### src/rtl/cbc_pkg.sv
package cbc_pkg;

   // Operation chosen for the next rising edge, highest precedence first
   typedef enum logic [1:0] {
      OP_CLEAR = 2'd0,
      OP_LOAD  = 2'd1,
      OP_COUNT = 2'd2,
      OP_HOLD  = 2'd3
   } cbc_op_t;

endpackage

### src/rtl/cbc_op_decode.sv
module cbc_op_decode
   import cbc_pkg::*;
(
   input  logic    clr_n,
   input  logic    load_n,
   input  logic    run_en,
   input  logic    chain_en,
   output cbc_op_t op
);

   // Fixed precedence: clear, load, count, hold
   always_comb begin
      if (!clr_n)
         op = OP_CLEAR;
      else if (!load_n)
         op = OP_LOAD;
      else if (run_en && chain_en)
         op = OP_COUNT;
      else
         op = OP_HOLD;
   end

endmodule

### src/rtl/cbc_next_state.sv
module cbc_next_state
   import cbc_pkg::*;
#(
   parameter int WIDTH = 4
) (
   input  cbc_op_t          op,
   input  logic [WIDTH-1:0] cur,
   input  logic [WIDTH-1:0] din,
   output logic [WIDTH-1:0] nxt
);

   localparam logic [WIDTH-1:0] STEP = WIDTH'(1);

   always_comb begin
      unique case (op)
         OP_CLEAR: nxt = '0;
         OP_LOAD:  nxt = din;
         OP_COUNT: nxt = cur + STEP;
         default:  nxt = cur;
      endcase
   end

endmodule

### src/rtl/cbc_state_reg.sv
module cbc_state_reg #(
   parameter int WIDTH       = 4,
   parameter bit ASYNC_CLEAR = 1'b0
) (
   input  logic             clk,
   input  logic             clr_n,
   input  logic [WIDTH-1:0] nxt,
   output logic [WIDTH-1:0] q
);

   generate
      if (ASYNC_CLEAR) begin : g_async_clear
         always_ff @(posedge clk or negedge clr_n) begin
            if (!clr_n)
               q <= '0;
            else
               q <= nxt;
         end
      end else begin : g_sync_clear
         // Clear is already folded into nxt by the decoder
         always_ff @(posedge clk) begin
            q <= nxt;
         end
      end
   endgenerate

endmodule

### src/rtl/cbc_carry.sv
module cbc_carry #(
   parameter int WIDTH = 4
) (
   input  logic [WIDTH-1:0] q,
   input  logic             chain_en,
   output logic             carry_out
);

   // Ripple AND across the state bits, built per bit
   logic [WIDTH:0] all_ones;

   assign all_ones[0] = chain_en;

   generate
      for (genvar b = 0; b < WIDTH; b++) begin : g_bit
         assign all_ones[b+1] = all_ones[b] & q[b];
      end
   endgenerate

   assign carry_out = all_ones[WIDTH];

endmodule

### src/rtl/casc_bin_counter.sv
module casc_bin_counter
   import cbc_pkg::*;
#(
   parameter int WIDTH       = 4,
   parameter bit ASYNC_CLEAR = 1'b0
) (
   input  logic             clk,
   input  logic             clr_n,
   input  logic             load_n,
   input  logic             run_en,
   input  logic             chain_en,
   input  logic [WIDTH-1:0] din,
   output logic [WIDTH-1:0] q,
   output logic             carry_out
);

   generate
      if (WIDTH < 1 || WIDTH > 64) begin : g_bad_width
         $error("casc_bin_counter: WIDTH must lie in 1..64");
      end
   endgenerate

   cbc_op_t          op;
   logic [WIDTH-1:0] nxt;

   cbc_op_decode u_decode (
      .clr_n    (clr_n),
      .load_n   (load_n),
      .run_en   (run_en),
      .chain_en (chain_en),
      .op       (op)
   );

   cbc_next_state #(.WIDTH(WIDTH)) u_next (
      .op  (op),
      .cur (q),
      .din (din),
      .nxt (nxt)
   );

   cbc_state_reg #(.WIDTH(WIDTH), .ASYNC_CLEAR(ASYNC_CLEAR)) u_reg (
      .clk   (clk),
      .clr_n (clr_n),
      .nxt   (nxt),
      .q     (q)
   );

   cbc_carry #(.WIDTH(WIDTH)) u_carry (
      .q         (q),
      .chain_en  (chain_en),
      .carry_out (carry_out)
   );

endmodule

### config.mk
export PLATFORM = sky130hd
export DESIGN_NAME = casc_bin_counter
export DESIGN_NICKNAME = d
export VERILOG_FILES = /design/src/rtl/cbc_pkg.sv /design/src/rtl/cbc_op_decode.sv /design/src/rtl/cbc_next_state.sv /design/src/rtl/cbc_state_reg.sv /design/src/rtl/cbc_carry.sv /design/src/rtl/casc_bin_counter.sv
export SDC_FILE = /design/constraint.sdc
export NUM_CORES = 1
export LEC_CHECK = 0
export ABC_AREA = 1
export BUFFER_PORTS_ARGS = -buffer_cell sky130_fd_sc_hd__buf_2
export CORE_AREA = 3 3 40 42
export DETAILED_ROUTE_END_ITERATION = 10
export DIE_AREA = 0 0 43 45
export SLEW_MARGIN = 20
export SYNTH_ARGS = -nofsm -noshare
export SYNTH_HDL_FRONTEND = slang
export SYNTH_SLANG_ARGS = --single-unit
### constraint.sdc
create_clock -name clk -period 1.13 [get_ports clk]
set_input_delay 0 -clock clk [delete_from_list [all_inputs] [get_ports clk]]
set_output_delay 0 -clock clk [all_outputs]
set_load 0.01 [all_outputs]
# == Word level (Yosys, flattened, before mapping) ==
# Index checks and enable logic that the tools add are counted.
# Widths: inputs -> output; s select.
# totals
ff_bits,4
latchBits,0
wordCells,15
in_bits,9
romBits,0
output_inout_bits,5
n_memories,0
ramBits,0
# op_classes
n_reduce_logical,3
mux,4
n_eq_ne,2
add_sub_neg,1
div_mod_pow,0
n_bitwise,4
shifts,0
n_lt_le_gt_ge,0
mul,0
# ops
cell,n
$pmux 4 s3,1
$add 4x1->4 const B,1
$and 1x1->1,4
$mux 2,2
$reduce_bool 3->1,1
$eq 2x1->1 const B,1
$eq 2x2->1 const B,1
$logic_not 2->1,1
$logic_and 1x1->1,1
$mux 1,1

# == Logic depth before layout (Yosys ltp) ==
# Gate-level depths: netlist of the first run.
# depth
depth_word,6
depth_mapped,5
ltp_nobuf,5

# == Hierarchy ==
# From an unflattened synthesis of the first run, not the netlist that was laid out.
# hier_totals
cells_unflattened,41
hier_area_um2,264.0
# by_module_without_submodules
mod,n_inst,seq_area_each_um2,cells_each,area_each_um2
cbc_next_state,1,0.0,29,151.4
cbc_state_reg,1,80.1,4,80.1
cbc_op_decode,1,0.0,5,20.0
cbc_carry,1,0.0,3,12.5

# == Worst setup path after synthesis of the first run ==
# OpenSTA, ideal clock, no wires.
# synth_path
kind,flip-flop to flip-flop
startpoint,register u_reg.q[0]
endpoint,"register u_reg.q[2], data pin"
stages_incl_launch_ff,4
synth_period_minus_slack_ps,1136
required_ps,872
setup_time_ps,258
n_path_buf,0
path_slack_ps,-6
t_arrival_ps,878
path_cell_list,edfxtp_1 > ha_1 > xnor2_1 > o21ai_1
# synth_via
elab_chain_len,2
# synth_lines
element,line,rtl
from (decl),cbc_state_reg.sv:8,output logic [WIDTH-1:0] q
from (signal assigned),cbc_state_reg.sv:22,q <= nxt;
$add 4x1->4,cbc_next_state.sv:18,OP_COUNT: nxt = cur + STEP;
$pmux 4 s3,cbc_next_state.sv:15,unique case (op)
via nxt[2],casc_bin_counter.sv:24,logic [WIDTH-1:0] nxt;
# The timed path passes the listed nets, and every way through them passes these cells.
# A chain may end at the register's enable or synchronous reset.

# == Worst setup path after layout of the first run ==
# layout_path
startpoint,register u_reg.q[0]
endpoint,"register u_reg.q[1], data pin"
# The elaborated chain is that of the path after synthesis.

==> reports/qor.csv, run 1 <==
stage;metric;value;unit
power;leakagePower;0.190;nW
layout;drive_gt1_frac;0.435;
clock_network;cts.path.max_buffers;2;
route;final_antenna_net_count;0;
synth;synth_top_cells_by_area;edfxtp_1 50%, nand3_1 13%, nand2_1 13%, ha_1 5.2%, nand4_1 5.2%;
outcome;status;complete, no violations;
floorplan;dieArea;1940;sq um
placed_design;numPortBuffers;13;
timing;slew_headroom;0.853;
power;design_power_total;0.451;mW
clock_network;cts_made_buffers;3;
layout;n_antenna_cell;0;
floorplan;die_w;43;um
route;route.detailed.drc;0;
synth;yosys.area_share.adder;0.0524;
synth;synthCells;28;
floorplan;std_cell_rows;13;
synth;async_flop_share;0;
synth;yosys_warnings;0;
route;first_pass_iters;5;
synth;ys_seq_elements;4;
synth;synth_top_family_by_area;simple AND/OR/NAND/NOR gates;
timing;period_share;0.974;
clock_network;cts_root_buf;clkbuf_4;
synth;synth_nets;38;
power;power_density;1220;nW/um^2
layout;largest_reg_flops;4;
global_routing;grt_max_degree;7;
synth;synth_mux_area_frac;0;
timing;period_minus_slack;1100;ps
clock_network;clock_sinks;4;
route;vias_per_cell;4.36;
clock_network;htree_num_levels;1;
synth;netlist.area_leader.share;0.503;
timing;setup_tns;0;ps
timing;hold_violations;0;
clock_network;cts_hold_buf;0;
synth;yosys.area_share.simple;0.319;
global_routing;antenna_found_initial;0;
layout;n_fill_cell;140;
critical_path;cp-start-kind;register;
global_routing;grt_pass1_vias;241;
clock_network;insertion_delay;230;ps
floorplan;core;1280;sq um
critical_path;worstSetupPathType;reg -> reg;
hold_path;hold_class;in -> reg;
critical_path;cp.required;1110;ps
clock_network;path_clk_slew;40;ps
layout;top_regs;u_reg.q x4;
global_routing;grt.total_usage;0.0661;
layout;final_area;370;sq um
synth;postSynthAreaPerCell;8.53;sq um
synth;synth_xor_area_frac;0.0366;
critical_path;critPathMaxFanout;3;
clock_network;cts_tree;done;
layout;fin_util;0.288;
critical_path;endpoint_kind;register;
timing;worstMarginPinSlew;220;ps
layout;area_growth;55.0;%
synth;synth-edff-count;4;
critical_path;arrival;1080;ps
timing;skew;0.843;ps
synth;yosysSeqAreaShare;0.503;
synth;synth_common_cells;8 x nand2_1, 6 x nand3_1, 4 x edfxtp_1;
job;cap_viol_max_count;0;
layout;nets;58;
layout;top_register;u_reg.q;
synth;synth_compound_area_frac;0.0419;
power;peakVddDrop;0.335;mV
route;wl_per_cell;10.4;um
placed_design;gp_congestion;0.744;
global_routing;grt_pass1_wl;945;um
synth;yosysUniqueCellTypes;10;
placed_design;hpwl;439;um
synth;syn_area;239;sq um
timing;report.final.slew_viol_count;0;
synth;yosysMostFrequentCell;nand2_1;
route;num_vias;266;
floorplan;io-pin-count;14;
timing;max_freq;0.909;GHz
placed_design;place_area;325;sq um
synth;ys.flop_type;edfxtp_1;
route;finalWirelength;634;um
route;drt_iter0_drc;6;
floorplan;start_util;0.186;
floorplan;die-height;45;um
timing;setup_viol;0;
synth;yosysTopAreaCell;edfxtp_1;
global_routing;gr-total-overflow;0;
-- metal layers --
metal	global-route usage	up-vias	share of wire
met5	0	-	0
met4	0.0542	0	0
met3	0.0159	0	0.13
met2	0.0958	19	0.45
met1	0.0829	113	0.42
li1	-	134	-
-- report_power, final --
part           switching (mW)  internal, mW
clock                  0.0593         0.119
combinational          0.0396        0.0413
sequential             0.0128         0.179
-- final cells by class --
class | instances | area, sq um | share of cell area
Sequential cell | 4 | 120 | 0.324
Multi-Input combinational cell | 21 | 118 | 0.318
Timing Repair Buffer | 15 | 80.1 | 0.216
Clock buffer | 3 | 22.5 | 0.0608
Tap cell | 15 | 18.8 | 0.0507
Inverter | 3 | 11.3 | 0.0304
-- cells by family (layout without fill, tap and decap cells) --
| family | Yosys count | after routing |
|---|---|---|
| adders and majority gates | 1 | 1 |
| and+or+nand+nor | 17 | 17 |
| AOI/OAI and AO/OA | 2 | 2 |
| buffers and inverters | 3 | 21 |
| DFF | 4 | 4 |
| xor gates and xnor gates | 1 | 1 |
-- timing repair --
item                       4_1_cts  5_1_grt
resized for setup                0        1
setup buffers                    1        1
setup endpoints to repair        2        2
cloned                           0        0
-- placed cells by master, fill, tap and decap left out --
master	n
buf_2	13
buf_4	2
clkbuf_4	3
edfxtp_1	4
ha_2	1
inv_1	3
nand2_1	8
nand3_1	6
nand4_1	2
nor2_1	1
o21ai_0	1
o21ai_1	1
xnor2_2	1
-- worst max-delay path: stages, from the launching register on --
cell and delay, ps:
edfxtp_1 420, ha_2 300, nand2_1 70, nand2_1 60
-- per-stage QoR --
stage	hold slack (ps)	setup slack [ps]	std cells
final	88.0	29.7	61
after global routing	101	-5.82	61
after CTS	71.4	35.3	60
after detailed placement	310	13.0	56
after global placement	317	54.5	56
after floorplan	93.9	15.3	28
-- worst paths after layout --
| check | start | end | slack [ps] | cells past startpoint |
|---|---|---|---|---|
| min | din[0] | u_reg.q[0] | 90 | 3 |
| min reg2reg | u_reg.q[3] | u_reg.q[3] | 690 | 4 |
| max reg2reg | u_reg.q[0] | u_reg.q[1] | 30 | 3 |
| max | u_reg.q[0] | u_reg.q[1] | 30 | 3 |
Note: power is estimated with default switching activity, not from simulation.
==> inputs of run 2 (changes only) <==
==> constraint.sdc (replaced) <==
create_clock -name clk -period 1.19 [get_ports clk]
set_input_delay 0 -clock clk [delete_from_list [all_inputs] [get_ports clk]]
set_output_delay 0 -clock clk [all_outputs]
set_load 0.01 [all_outputs]
==> reports/qor.csv, run 2 (synthesis results as in run 1) <==
stage;metric;value;unit;change
timing;max_freq;0.907;GHz;was 0.909 GHz
power;seqPwrFrac;0.436;;was 0.425
route;vias_per_cell;4.23;;was 4.36
placed_design;gp_congestion;0.700;;was 0.744
global_routing;grt.total_usage;0.0810;;was 0.0661
clock_network;cts_hold_buf;0;;unchanged
critical_path;cp.required;1170;ps;was 1110 ps
route;drt_iter0_drc;1;;was 6
route;route.detailed.drc;0;;unchanged
critical_path;cp-start-kind;register;;unchanged
clock_network;clock_sinks;4;;unchanged
timing;period_share;0.926;;was 0.974
timing;rsz0062_at_grt;false;;
timing;setup_viol;0;;unchanged
clock_network;path_clk_slew;40;ps;about the same
critical_path;critPathMaxFanout;4;;was 3
critical_path;worstSetupPathType;reg -> reg;;unchanged
floorplan;die-height;45;um;unchanged
global_routing;grt_pass1_vias;263;;was 241
power;power_density;1180;nW/um^2;was 1220 nW/um^2
layout;n_antenna_cell;0;;unchanged
layout;area_growth;47.6;%;was 55.0%
layout;layoutNonFillerInstCount;60;;was 61
power;swShare;0.241;;was 0.248
critical_path;arrival;1080;ps;about the same
timing;whs;78.3;ps;was 88.0 ps
layout;top_regs;u_reg.q x4;;unchanged
timing;slew_headroom;0.851;;was 0.853
layout;area.sequential;120;sq um;unchanged
hold_path;whs_path_depth;3;;unchanged
critical_path;reg2reg_depth;3;;unchanged
timing;hold_violations;0;;unchanged
power;pwr-share-comb;0.165;;was 0.179
power;clkPwrFrac;0.399;;was 0.395
clock_network;cts-resized-gates;0;;unchanged
clock_network;insertion_delay;230;ps;about the same
route;num_vias;254;;was 266
route;final_antenna_net_count;0;;unchanged
power;peakVddDrop;0.366;mV;was 0.335 mV
power;power.switching;0.100;mW;was 0.112 mW
clock_network;cts_root_buf;clkbuf_4;;unchanged
job;cap_viol_max_count;0;;unchanged
floorplan;core;1280;sq um;unchanged
clock_network;cts.path.max_buffers;2;;unchanged
layout;nets;57;;was 58
timing;report.final.slew_viol_count;0;;unchanged
layout;layout_common_cells;13 x buf_2, 8 x nand2_1, 6 x nand3_1;;unchanged
floorplan;io-pin-count;14;;unchanged
global_routing;gr-total-overflow;0;;unchanged
hold_path;hold_class;in -> reg;;unchanged
power;intPower;0.315;mW;was 0.339 mW
placed_design;numPortBuffers;13;;unchanged
placed_design;dp_cells;57;;was 56
layout;drive_gt1_frac;0.378;;was 0.435
layout;fin_util;0.275;;was 0.288
layout;final_common_cell;buf_2;;unchanged
clock_network;cts_tree;done;;unchanged
global_routing;grt_pass1_wl;1050;um;was 945 um
layout;n_fill_cell;147;;was 140
timing;period_minus_slack;1100;ps;about the same
timing;skew;0.950;ps;was 0.843 ps
route;finalWirelength;632;um;was 634 um
global_routing;antenna_found_initial;0;;unchanged
outcome;status;complete, no violations;;unchanged
timing;worstMarginPinSlew;224;ps;was 220 ps
power;leakagePower;0.184;nW;was 0.190 nW
layout;multi_input_area;108;sq um;was 118 sq um
layout;final_area;353;sq um;was 370 sq um
placed_design;hpwl;564;um;was 439 um
clock_network;cts_made_buffers;3;;unchanged
floorplan;dieArea;1940;sq um;unchanged
floorplan;start_util;0.186;;unchanged
clock_network;cts_setup_buffers;0;;was 1
layout;largest_reg_flops;4;;unchanged
route;first_pass_iters;2;;was 5
floorplan;die_w;43;um;unchanged
route;wl_per_cell;10.5;um;was 10.4 um
timing;setup_tns;0;ps;unchanged
critical_path;endpoint_kind;register;;unchanged
global_routing;grt_max_degree;7;;unchanged
clock_network;htree_num_levels;1;;unchanged
floorplan;std_cell_rows;13;;unchanged
layout;top_register;u_reg.q;;unchanged
placed_design;place_area;330;sq um;was 325 sq um
[run 2: cell types whose count changed in the layout (fill, tap and decap cells not counted)]
cell     delta
xnor2_2     -1
ha_2        -1
ha_1        +1
xnor2_1     +1
buf_4       -1
[run 2: worst paths after layout]
path / to / start / slack, ps
hold / removal: u_reg.q[0] / din[0] / 80
setup / recovery: u_reg.q[2] / u_reg.q[1] / 90
hold reg to reg: u_reg.q[1] / u_reg.q[0] / 680
setup reg to reg: u_reg.q[2] / u_reg.q[1] / 90
[run 2: through the flow]
step	worst slack (ps)	total power, mW
floorplan	53.9	0.211
global placement	133	0.249
detailed placement	83.9	0.253
CTS	76.7	0.429
global route	42.7	0.449
finish	87.9	0.415
[run 2: worst max-delay path: stages (launching register included)]
cell and delay [ps]:
edfxtp_1 430, ha_1 220, xnor2_1 130, o21ai_1 70
[run 2: area by class of cell]
type | count | share of cell area
sequential | 4 | 0.340
inverter | 3 | 0.0319
timing repair buffer | 14 | 0.206
multi-input combinational | 21 | 0.305
clock buffer | 3 | 0.0638
tap | 15 | 0.0532
[run 2: power by group through the flow]
stage               combinational (mW)  sequential [mW]  clock (mW)
CTS                             0.0698            0.181       0.178
finish                          0.0683            0.181       0.166
global route                    0.0768            0.183       0.190
floorplan                       0.0230            0.188           0
detailed placement              0.0696            0.183           0
global placement                0.0679            0.181           0
[run 2: metal layers]
| layer | vias to the layer above | part of all wire | track usage |
|---|---|---|---|
| met1 | 106 | 0.38 | 0.0704 |
| met2 | 13 | 0.50 | 0.141 |
| met5 | - | 0 | 0 |
| li1 | 133 | - | - |
| met4 | 0 | 0.0079 | 0.0723 |
| met3 | 2 | 0.10 | 0.0359 |
==> inputs of run 3 (changes only) <==
--- a/config.mk
+++ b/config.mk
@@ -13,4 +13,5 @@
 export SLEW_MARGIN = 20
 export SYNTH_ARGS = -nofsm -noshare
 export SYNTH_HDL_FRONTEND = slang
+export SYNTH_HIERARCHICAL = 1
 export SYNTH_SLANG_ARGS = --single-unit
==> constraint.sdc (replaced) <==
create_clock -name clk -period 1.19 [get_ports clk]
set_input_delay 0.119 -clock clk [delete_from_list [all_inputs] [get_ports clk]]
set_output_delay 0.119 -clock clk [all_outputs]
set_load 0.01 [all_outputs]
==> reports/qor.csv, run 3 <==
stage;metric;value;unit;change
critical_path;slowest_delay;320;ps;was 430 ps
placed_design;hpwl;529;um;was 564 um
critical_path;worstSetupPathDepth;4;;was 3
route;route.detailed.drc;0;;unchanged
critical_path;worstSetupPathType;reg -> out;;was reg -> reg
floorplan;core;1280;sq um;unchanged
power;pwr-share-comb;0.234;;was 0.165
synth;synthCells;41;;was 28
synth;syn_area;264;sq um;was 239 sq um
synth;async_flop_share;0;;unchanged
critical_path;cp-start-kind;register;;unchanged
clock_network;cts_root_buf;clkbuf_4;;unchanged
synth;ys_seq_elements;4;;unchanged
critical_path;reg2reg_depth;4;;was 3
placed_design;numPortBuffers;13;;unchanged
route;num_vias;319;;was 254
synth;synth_top_cells_by_area;dfxtp_1 30%, nand3_1 30%, nand2_1 13%, inv_1 7.1%, ha_1 4.7%;;was edfxtp_1 50%, nand3_1 13%, nand2_1 13%, ha_1 5.2%, nand4_1 5.2%
floorplan;std_cell_rows;13;;unchanged
critical_path;worst-path-buf-inv;2;;was 0
job;cap_viol_max_count;0;;unchanged
timing;period_minus_slack;1090;ps;was 1100 ps
timing;rsz0062_at_grt;false;;unchanged
synth;yosysUniqueCellTypes;11;;was 10
timing;skew;1.17;ps;was 0.950 ps
synth;yosys_warnings;6;;was 0
power;seqPwrFrac;0.382;;was 0.436
synth;postSynthAreaPerCell;6.44;sq um;was 8.53 sq um
layout;top_regs;u_reg/q x4;;was u_reg.q x4
clock_network;cts_hold_buf;0;;unchanged
layout;layoutNonFillerInstCount;73;;was 60
critical_path;reg2reg_to;u_reg/q[2];;was u_reg.q[2]
clock_network;cts_tree;done;;unchanged
floorplan;io-pin-count;14;;unchanged
timing;worstMarginPinSlew;281;ps;was 224 ps
critical_path;rrSetupSlack;170;ps;was 90 ps
layout;layout_common_cells;16 x nand3_1, 13 x buf_2, 9 x nand2_1;;was 13 x buf_2, 8 x nand2_1, 6 x nand3_1
synth;yosysTopAreaCell;dfxtp_1;;was edfxtp_1
clock_network;cts_setup_buffers;0;;unchanged
route;wl_per_cell;8.64;um;was 10.5 um
floorplan;die_w;43;um;unchanged
route;finalWirelength;631;um;was 632 um
layout;drive_gt1_frac;0.362;;was 0.378
synth;netlist.area_leader.share;0.303;;was 0.503
timing;period_share;0.913;;was 0.926
power;clkPwrFrac;0.385;;was 0.399
layout;area_growth;43.1;%;was 47.6%
hold_path;hold_class;in -> reg;;unchanged
layout;largest_reg_flops;4;;unchanged
global_routing;grt.total_usage;0.0758;;was 0.0810
synth;synth_nets;51;;was 38
timing;report.final.slew_viol_count;0;;unchanged
layout;n_antenna_cell;0;;unchanged
timing;setup_viol;0;;unchanged
critical_path;critPathMaxFanout;5;;was 4
timing;setup_tns;0;ps;unchanged
placed_design;dp_cells;70;;was 57
floorplan;die-height;45;um;unchanged
power;design_power_total;0.419;mW;was 0.415 mW
timing;whs;139;ps;was 78.3 ps
route;vias_per_cell;4.37;;was 4.23
power;peakVddDrop;0.699;mV;was 0.366 mV
global_routing;antenna_found_initial;0;;unchanged
clock_network;cts_made_buffers;3;;unchanged
layout;final_common_cell;nand3_1;;was buf_2
critical_path;critical-path-top-delay-family;flip-flops;;unchanged
critical_path;endpoint_kind;output port;;was register
timing;max_freq;0.920;GHz;was 0.907 GHz
critical_path;cp-startpoint;u_reg/q[1];;was u_reg.q[1]
critical_path;cp.required;1070;ps;was 1170 ps
route;drt_iter0_drc;3;;was 1
critical_path;crit_chain;buf_4 -> nand3_1 -> nor2_1 -> buf_2;;was ha_1 -> xnor2_1 -> o21ai_1
floorplan;dieArea;1940;sq um;unchanged
power;power.switching;0.114;mW;was 0.100 mW
route;first_pass_iters;4;;was 2
synth;ys.flop_type;dfxtp_1;;was edfxtp_1
power;leakagePower;0.208;nW;was 0.184 nW
clock_network;insertion_delay;230;ps;about the same
clock_network;clock_sinks;4;;unchanged
critical_path;r2r-start;u_reg/q[0];;was u_reg.q[1]
clock_network;path_clk_slew;30;ps;was 40 ps
placed_design;gp_congestion;0.770;;was 0.700
global_routing;grt_pass1_wl;1050;um;unchanged
critical_path;cp_slowest_cell;dfxtp_1;;was edfxtp_1
floorplan;start_util;0.205;;was 0.186
timing;slew_headroom;0.813;;was 0.851
clock_network;htree_num_levels;1;;unchanged
synth;yosysMostFrequentCell;nand3_1;;was nand2_1
critical_path;crit_path_end;carry_out;;was u_reg.q[2]
clock_network;cts.path.max_buffers;2;;unchanged
clock_network;cts-resized-gates;0;;unchanged
power;power_density;1110;nW/um^2;was 1180 nW/um^2
synth;synth-edff-count;0;;was 4
route;final_antenna_net_count;0;;unchanged
power;intPower;0.305;mW;was 0.315 mW
critical_path;arrival;970;ps;was 1080 ps
global_routing;grt_max_degree;10;;was 7
layout;n_fill_cell;151;;was 147
global_routing;grt_pass1_vias;266;;was 263
global_routing;gr-total-overflow;0;;unchanged
timing;hold_violations;0;;unchanged
layout;top_register;u_reg/q;;was u_reg.q
synth;yosysSeqAreaShare;0.303;;was 0.503
outcome;status;complete, no violations;;unchanged
synth;synth_common_cells;16 x nand3_1, 9 x nand2_1, 5 x inv_1;;was 8 x nand2_1, 6 x nand3_1, 4 x edfxtp_1
layout;nets;70;;was 57
power;swShare;0.273;;was 0.241
run 3: metrics by stage:
stage               cell area (sq um)   util  worst slack [ps]
floorplan                         264      -              90.1
global placement                  355  0.277               181
detailed placement                355  0.277               164
CTS                               378  0.294              91.3
global route                      378  0.294              43.5
finish                            378  0.294               103
run 3: worst min-delay path by stage:
stage            endpoint  slack (ps)  depth (start not counted)  startpoint
6_report       u_reg/q[1]         140                          3      din[1]
5_1_grt        u_reg/q[1]         180                          3      din[1]
4_1_cts        u_reg/q[1]         140                          3      din[1]
3_5_place_dp   u_reg/q[1]         380                          3      din[1]
3_3_place_gp   u_reg/q[1]         370                          3      din[1]
2_1_floorplan  u_reg/q[1]         280                          2      din[1]
run 3: cell families (layout without fill, tap and decap cells):
group	count (synthesis)	in the layout	share of synthesized area
adder cells (fa/ha/maj)	1	1	0.0474
buffers and inverters	7	24	0.114
flip-flops	4	4	0.303
AND/OR/NAND/NOR	29	29	0.536
run 3: layout make-up:
| type | count | area [sq um] | share of cell area |
|---|---|---|---|
| multi-input combinational | 30 | 154 | 0.407 |
| sequential | 4 | 80.1 | 0.212 |
| timing repair buffer | 15 | 80.1 | 0.212 |
| clock buffer | 3 | 22.5 | 0.0596 |
| inverter | 6 | 22.5 | 0.0596 |
| tap | 15 | 18.8 | 0.0497 |
run 3: worst register-to-register path: stages, from the launching register on:
cell and delay [ps]:
dfxtp_1 300, ha_1 200, or2_2 290, nand3_1 60, nand3_1 60
run 3: power by group through the flow:
stage                     Clock, mW  Sequential, mW  Combinational [mW]
after global routing          0.182           0.162               0.112
after global placement            0           0.161              0.0986
after detailed placement          0           0.162              0.0999
after floorplan                   0           0.172              0.0439
after CTS                     0.171           0.160               0.100
final                         0.161           0.160              0.0980
run 3: per-layer routing:
layer | routed length (um) | track usage | vias to the layer above
li1 | - | - | 171
met1 | 275 | 0.0747 | 137
met2 | 279 | 0.126 | 11
met3 | 77 | 0.0717 | 0
met4 | 0 | 0 | 0
met5 | 0 | 0 | -
